===== config.mk =====
export PLATFORM = sky130hd
export DESIGN_NAME = clkout_sel
export DESIGN_NICKNAME = d
export VERILOG_FILES = /design/src/rtl/clkout_pkg.sv /design/src/rtl/clkout_ctrl.sv /design/src/rtl/clkout_div.sv /design/src/rtl/clkout_round.sv /design/src/rtl/clkout_sel.sv
export SDC_FILE = /design/constraint.sdc
export NUM_CORES = 1
export LEC_CHECK = 0
export BUFFER_PORTS_ARGS = -buffer_cell sky130_fd_sc_hd__buf_2
export CORE_MARGIN = 8
export CORE_UTILIZATION = 48
export CTS_CLUSTER_DIAMETER = 80
export CTS_CLUSTER_SIZE = 20
export DETAILED_ROUTE_END_ITERATION = 6
export GPL_TIMING_DRIVEN = 0
export PLACE_DENSITY = 0.82
export SLEW_MARGIN = 25
export SYNTH_ARGS = -nofsm -noshare
export SYNTH_HDL_FRONTEND = slang
export SYNTH_SLANG_ARGS = --single-unit

===== constraint.sdc =====
create_clock -name clk -period 4.1 [get_ports clk]
set_input_delay 0.82 -clock clk [delete_from_list [all_inputs] [get_ports clk]]
set_output_delay 0.82 -clock clk [all_outputs]
set_load 0.01 [all_outputs]

===== src/rtl/clkout_pkg.sv =====
// Package: shared constants and the configuration record for the clock-output selector.
// Assumes a 4-bit source code and a maximum divide exponent of 4 (ratio 16).
package clkout_pkg;
    localparam int SEL_W    = 4;
    localparam int NUM_SRC  = 1 << SEL_W;
    localparam int MAX_CODE = 4;
    localparam int CODE_W   = $clog2(MAX_CODE + 1);
    localparam int RATIO_W  = MAX_CODE + 1;
    // One bit per source code: 1 marks a legal code (0-3, 5, 7-12).
    localparam logic [NUM_SRC-1:0] SEL_LEGAL = 16'h1FAF;

    typedef struct packed {
        logic [SEL_W-1:0]  sel;
        logic [CODE_W-1:0] code;
        logic              en;
    } cfg_t;
endpackage


===== src/rtl/clkout_ctrl.sv =====
// Control register: validates full writes, encodes ratio to exponent,
// applies enable-only writes, flags refused writes for one cycle.
// Assumes write strobes are synchronous to clk.
module clkout_ctrl
    import clkout_pkg::*;
(
    input  logic               clk,
    input  logic               rst_n,
    input  logic               wr_valid,
    input  logic [SEL_W-1:0]   wr_sel,
    input  logic [RATIO_W-1:0] wr_ratio,
    input  logic               wr_out_en,
    input  logic               gate_wr,
    input  logic               gate_val,
    output cfg_t               cfg_o,
    output logic               restart_o,
    output logic               err_o
);
    cfg_t              cfg_q;
    logic              sel_ok;
    logic              ratio_ok;
    logic [CODE_W-1:0] code_new;
    logic              accept;

    // Decode the requested ratio into an exponent and check the source code.
    always_comb begin
        ratio_ok = 1'b0;
        code_new = '0;
        for (int k = 0; k <= MAX_CODE; k++) begin
            if (wr_ratio == RATIO_W'(1 << k)) begin
                ratio_ok = 1'b1;
                code_new = CODE_W'(k);
            end
        end
        sel_ok = SEL_LEGAL[wr_sel];
    end

    assign accept    = wr_valid && sel_ok && ratio_ok;
    assign restart_o = accept && ((wr_sel != cfg_q.sel) || (code_new != cfg_q.code));

    // Register update: full write first, enable-only write otherwise.
    always_ff @(posedge clk) begin
        if (!rst_n) begin
            cfg_q <= '0;
        end else if (accept) begin
            cfg_q.sel  <= wr_sel;
            cfg_q.code <= code_new;
            cfg_q.en   <= wr_out_en;
        end else if (gate_wr && !wr_valid) begin
            cfg_q.en <= gate_val;
        end
    end

    // One-cycle error flag for a refused full write.
    always_ff @(posedge clk) begin
        if (!rst_n) err_o <= 1'b0;
        else        err_o <= wr_valid && !accept;
    end

    assign cfg_o = cfg_q;
endmodule


===== src/rtl/clkout_div.sv =====
// Divider: selects one strobe lane and emits one pulse per 2^code strobes.
// Assumes restart is a single-cycle request; the counter clears on restart or disable.
module clkout_div
    import clkout_pkg::*;
(
    input  logic               clk,
    input  logic               rst_n,
    input  cfg_t               cfg,
    input  logic               restart,
    input  logic [NUM_SRC-1:0] src_tick,
    output logic               out_o
);
    logic [MAX_CODE-1:0] cnt_q;
    logic [MAX_CODE-1:0] mask;
    logic                tick_sel;
    logic                wrap;

    assign tick_sel = src_tick[cfg.sel];
    assign mask     = MAX_CODE'((32'd1 << cfg.code) - 32'd1);
    assign wrap     = (cnt_q == mask);

    // Count selected strobes; pulse when the group completes.
    always_ff @(posedge clk) begin
        if (!rst_n) begin
            cnt_q <= '0;
            out_o <= 1'b0;
        end else if (restart || !cfg.en) begin
            cnt_q <= '0;
            out_o <= 1'b0;
        end else if (tick_sel) begin
            out_o <= wrap;
            cnt_q <= wrap ? '0 : cnt_q + 1'b1;
        end else begin
            out_o <= 1'b0;
        end
    end
endmodule


===== src/rtl/clkout_round.sv =====
// Rounding helper: ceiling of a fixed-point ratio, snapped up to 2^k, k <= MAX_K.
// Purely combinational; a ceiling of 0 yields ratio 1.
module clkout_round #(
    parameter int INT_W  = 8,
    parameter int FRAC_W = 4,
    parameter int MAX_K  = 4,
    localparam int OUT_W = MAX_K + 1
) (
    input  logic [INT_W+FRAC_W-1:0] want,
    output logic [OUT_W-1:0]        ratio
);
    logic [INT_W:0] ceil_v;

    // Ceiling: bump the integer part when any fractional bit is set.
    assign ceil_v = {1'b0, want[INT_W+FRAC_W-1:FRAC_W]} + (INT_W+1)'(|want[FRAC_W-1:0]);

    // Snap up: the smallest power of two at or above the ceiling wins.
    always_comb begin
        ratio = OUT_W'(1 << MAX_K);
        for (int k = MAX_K; k >= 0; k--) begin
            if (int'(ceil_v) <= (1 << k)) ratio = OUT_W'(1 << k);
        end
    end
endmodule


===== src/rtl/clkout_sel.sv =====
// Top: debug clock-output selector with register, divider and rounding helper.
// Assumes all inputs are synchronous to clk; output is a divided strobe.
module clkout_sel
    import clkout_pkg::*;
#(
    parameter int WANT_INT_W  = 8,
    parameter int WANT_FRAC_W = 4
) (
    input  logic                           clk,
    input  logic                           rst_n,
    input  logic                           wr_valid,
    input  logic [SEL_W-1:0]               wr_sel,
    input  logic [RATIO_W-1:0]             wr_ratio,
    input  logic                           wr_out_en,
    input  logic                           gate_wr,
    input  logic                           gate_val,
    input  logic [NUM_SRC-1:0]             src_tick,
    input  logic [WANT_INT_W+WANT_FRAC_W-1:0] want_ratio,
    output logic [SEL_W-1:0]               rd_sel,
    output logic [CODE_W-1:0]              rd_code,
    output logic                           rd_out_en,
    output logic                           wr_err,
    output logic [RATIO_W-1:0]             round_ratio,
    output logic                           clk_out
);
    cfg_t cfg;
    logic restart;

    clkout_ctrl u_ctrl (
        .clk       (clk),
        .rst_n     (rst_n),
        .wr_valid  (wr_valid),
        .wr_sel    (wr_sel),
        .wr_ratio  (wr_ratio),
        .wr_out_en (wr_out_en),
        .gate_wr   (gate_wr),
        .gate_val  (gate_val),
        .cfg_o     (cfg),
        .restart_o (restart),
        .err_o     (wr_err)
    );

    clkout_div u_div (
        .clk      (clk),
        .rst_n    (rst_n),
        .cfg      (cfg),
        .restart  (restart),
        .src_tick (src_tick),
        .out_o    (clk_out)
    );

    clkout_round #(
        .INT_W  (WANT_INT_W),
        .FRAC_W (WANT_FRAC_W),
        .MAX_K  (MAX_CODE)
    ) u_round (
        .want  (want_ratio),
        .ratio (round_ratio)
    );

    assign rd_sel    = cfg.sel;
    assign rd_code   = cfg.code;
    assign rd_out_en = cfg.en;
endmodule


==> flow_summary_export.csv <==
group,metric,value,unit
yosys,syn_nets,218,
floorplan,die-area,4760,sq um
run,maxCapViolations,0,
grt,antenna_found_initial,0,
yosys,synthAdderAreaFrac,4.65,%
cts,clockBufferDepth,2,
cts,cts_setup_buffers,0,
yosys,ys_seq_elements,14,
yosys,synthMuxAreaShare,10.6,%
routing,wire_per_inst,13.9,um
yosys,synth.distinct_cells,50,
yosys,avgSynthCellArea,7.92,sq um
cts,clkSlewWorstSetupHoldPaths,0.10,ns
sta,maxSlewViolCount,0,
sta,hold_viol,0,
cts,clk_latency,0.29,ns
min_path,hold_end,"u_ctrl.cfg_o[1]",
sta,rsz0062_at_grt,"false",
yosys,synth_xor_xnor_area_share,7.16,%
grt,grt.total_usage,16.2,%
grt,grt_max_degree,11,
sta,fmax,263,MHz
cts,cts.sinks,14,
routing,vias,1489,
finish,area_growth,26.5,%
min_path,hold_class,"reg2reg",
power_and_ir_drop,seqPwrFrac,41.2,%
sta,clock_skew,0.00500,ns
cts,postCtsHoldBufs,0,
power_and_ir_drop,power_switching,103,uW
power_and_ir_drop,ir_drop,134,uV
sta,min_period,3.81,ns
finish,antenna_cells,0,
grt,grt_first_pass_wirelength,6.10,mm
critical_path,reg2reg_depth,8,
power_and_ir_drop,switching_share,30.1,%
critical_path,critPathRequiredTime,3.28,ns
routing,routed_via_density,5.73,
place,dp_hpwl,2.99,mm
yosys,synth_top_area_share,20.8,%
routing,first_pass_iters,4,
yosys,synth-compound-area-share,21.7,%
yosys,synth_area_leaders,"dfxtp_1 21%, mux2i_1 8.9%, nor2b_1 5.1%",
floorplan,fp.dieH,69.0,um
floorplan,rows,19,
critical_path,r2r-end,"u_div.cnt_q[2]",
sta,period_share,92.9,%
cts,tritoncts,"yes",
grt,grt_overflow_total,0,
cts,cts_buffers,3,
critical_path,path_class,"in2out",
min_path,hold_start,"u_ctrl.cfg_o[1]",
run_status,outcome,"finished clean",
yosys,synthArstFlopShare,0,%
power_and_ir_drop,powerDensity,200,nW/um^2
power_and_ir_drop,intPower,239,uW
finish,final_layout_size_suffix_gt1_share,29.3,%
cts,clock-root-buffer,"clkbuf_4",
routing,drt_iter0_markers,87,
finish,nets,278,
routing,drc,0,
critical_path,r2r_setup_slack,1.52,ns
floorplan,die_w,69.0,um
yosys,yosysSeqAreaShare,20.8,%
yosys,synth-main-ff-cell,"dfxtp_1",
yosys,synth_top_family_by_area,"simple AND/OR/NAND/NOR gates",
finish,utilization,62.8,%
sta,fin_tns_setup,0,ns
yosys,synth_edf_count,0,
power_and_ir_drop,pwr-share-comb,28.2,%
critical_path,crit_arrival,2.99,ns
critical_path,cp-end-kind,"output pin",
yosys,yosys_warnings,0,
sta,slew_headroom,50.4,%
critical_path,crit_start,"want_ratio[1]",
critical_path,start_kind,"input pin",
power_and_ir_drop,p_clk_share,30.6,%
floorplan,start_util,49.7,%
power_and_ir_drop,p_leak,0.723,nW
sta,setup_viol,0,
grt,grt_pass1_vias,1461,
yosys,syn-cell-area,1350,sq um
critical_path,reg2reg_from,"u_ctrl.cfg_o[2]",
sta,max_slew.worst_pin.slew,0.738,ns
min_path,min_path_cells,2,
place,gp_congestion,0.772,
routing,ant_nets,0,
floorplan,io_pins,58,
place,io_buffers,55,
critical_path,path_max_fanout,4,
yosys,synth-simple-area-share,31.7,%
cts,htree_num_levels,1,
routing,wl,3.60,mm
yosys,yosys.area.top_type,"dfxtp_1",
yosys,syn_inst,170,
floorplan,coreArea,2710,sq um
-- how the worst max path moves through the flow --
stage / endpoint / depth (start not counted)
after floorplan: round_ratio[1] / 8
after global placement: round_ratio[1] / 10
after detailed placement: round_ratio[1] / 10
after CTS: round_ratio[1] / 10
after global routing: round_ratio[1] / 10
final: round_ratio[1] / 10
-- area by class of cell --
cell class                 instances  area, sq um
multi-input combinational        145         1030
tap                               31         38.8
sequential                        14          280
inverter                           3         11.3
buffer                             8         33.8
fill                             270         1010
timing repair buffer              55          275
clock buffer                       4         36.3
-- timing repair --
action                                 in CTS  in global routing
resized for setup                           0                  1
setup endpoints to repair                   0                  2
endpoints found under the hold margin       0                  0
-- per-layer routing --
metal	GRT usage (%)	wire [um]	vias up
li1	-	-	760
met1	16.7	1470	680
met2	30.0	1840	42
met3	5.01	232	7
met4	6.02	55	0
met5	0	0	-
-- power by group through the flow --
stage | clock (mW) | combinational [mW] | sequential (mW)
after floorplan | 0 | 0.0567 | 0.145
after global placement | 0 | 0.0932 | 0.144
after detailed placement | 0 | 0.0958 | 0.144
after CTS | 0.106 | 0.0963 | 0.141
after global routing | 0.111 | 0.107 | 0.141
final | 0.104 | 0.0963 | 0.141
-- synthesized netlist by cell type (4+ instances only) --
cell type and count:
nor2b_1 11, a21oi_1 4, or3_1 4, dfxtp_1 14, nor3b_1 4, nand2_1 12, mux2i_1 12, o21ai_0 4
a31oi_1 5, xnor2_1 6, xor2_1 5, nand3_1 9, nor2_1 10, ha_1 5, nor3_1 5, and3_1 5
clkbuf_1 5
-- registers in the layout, indices dropped and copies added (netlist names) --
| signal | cells |
|---|---|
| u_ctrl.cfg_o | 8 |
| u_div.cnt_q | 4 |
| u_ctrl.err_o | 1 |
| u_div.out_o | 1 |
-- metrics by stage --
stage / power [mW] / instances / area, sq um / hold slack [ns] / worst slack (ns)
after floorplan: 0.202 / 170 / 1350 / 0.485 / 0.492
after global placement: 0.237 / 256 / 1660 / 0.505 / 0.229
after detailed placement: 0.240 / 256 / 1660 / 0.514 / 0.174
after CTS: 0.342 / 260 / 1700 / 0.531 / 0.120
after global routing: 0.360 / 260 / 1700 / 0.566 / 0.0568
final: 0.341 / 260 / 1700 / 0.528 / 0.293
-- cells in the final DEF, fill, tap and decap left out, types with 2 or more instances in the layout --
master     count
a21oi_1        4
o31ai_1        3
xor2_1         5
nand3_1        9
ha_1           5
clkbuf_1       5
nor3_1         5
clkbuf_4       3
mux2i_1       12
nand3b_1       2
dfxtp_1       14
and3_1         5
or3_1          4
a31oi_1        5
a21boi_0       3
a22oi_1        2
xnor2_1        6
nor2b_1       11
o21ai_0        4
a2bb2oi_1      2
nand2_1       12
nor3b_1        4
inv_1          3
a211oi_1       2
buf_2         58
nor2_1        10
nand2b_1       2
and2_1         3
nand4_1        2
-- logic make-up (layout without fill, tap and decap cells) --
group,count (synthesis),in the layout
AND/OR/NAND/NOR,77,77
AO/OA/AOI/OAI,38,38
XOR/XNOR,11,11
multiplexers,14,14
adder cells (fa/ha/maj),5,5
buffers and inverters,11,70
flip-flops,14,14
-- worst max-delay path, stage by stage --
cell     delay [ns]
buf_2          0.10
or4_1          0.56
ha_1           0.21
ha_1           0.22
a31oi_1        0.18
a41oi_1        0.07
nor4_2         0.29
nand3_1        0.16
nor3b_1        0.21
buf_2          0.17
(Power assumes the default switching activity.)
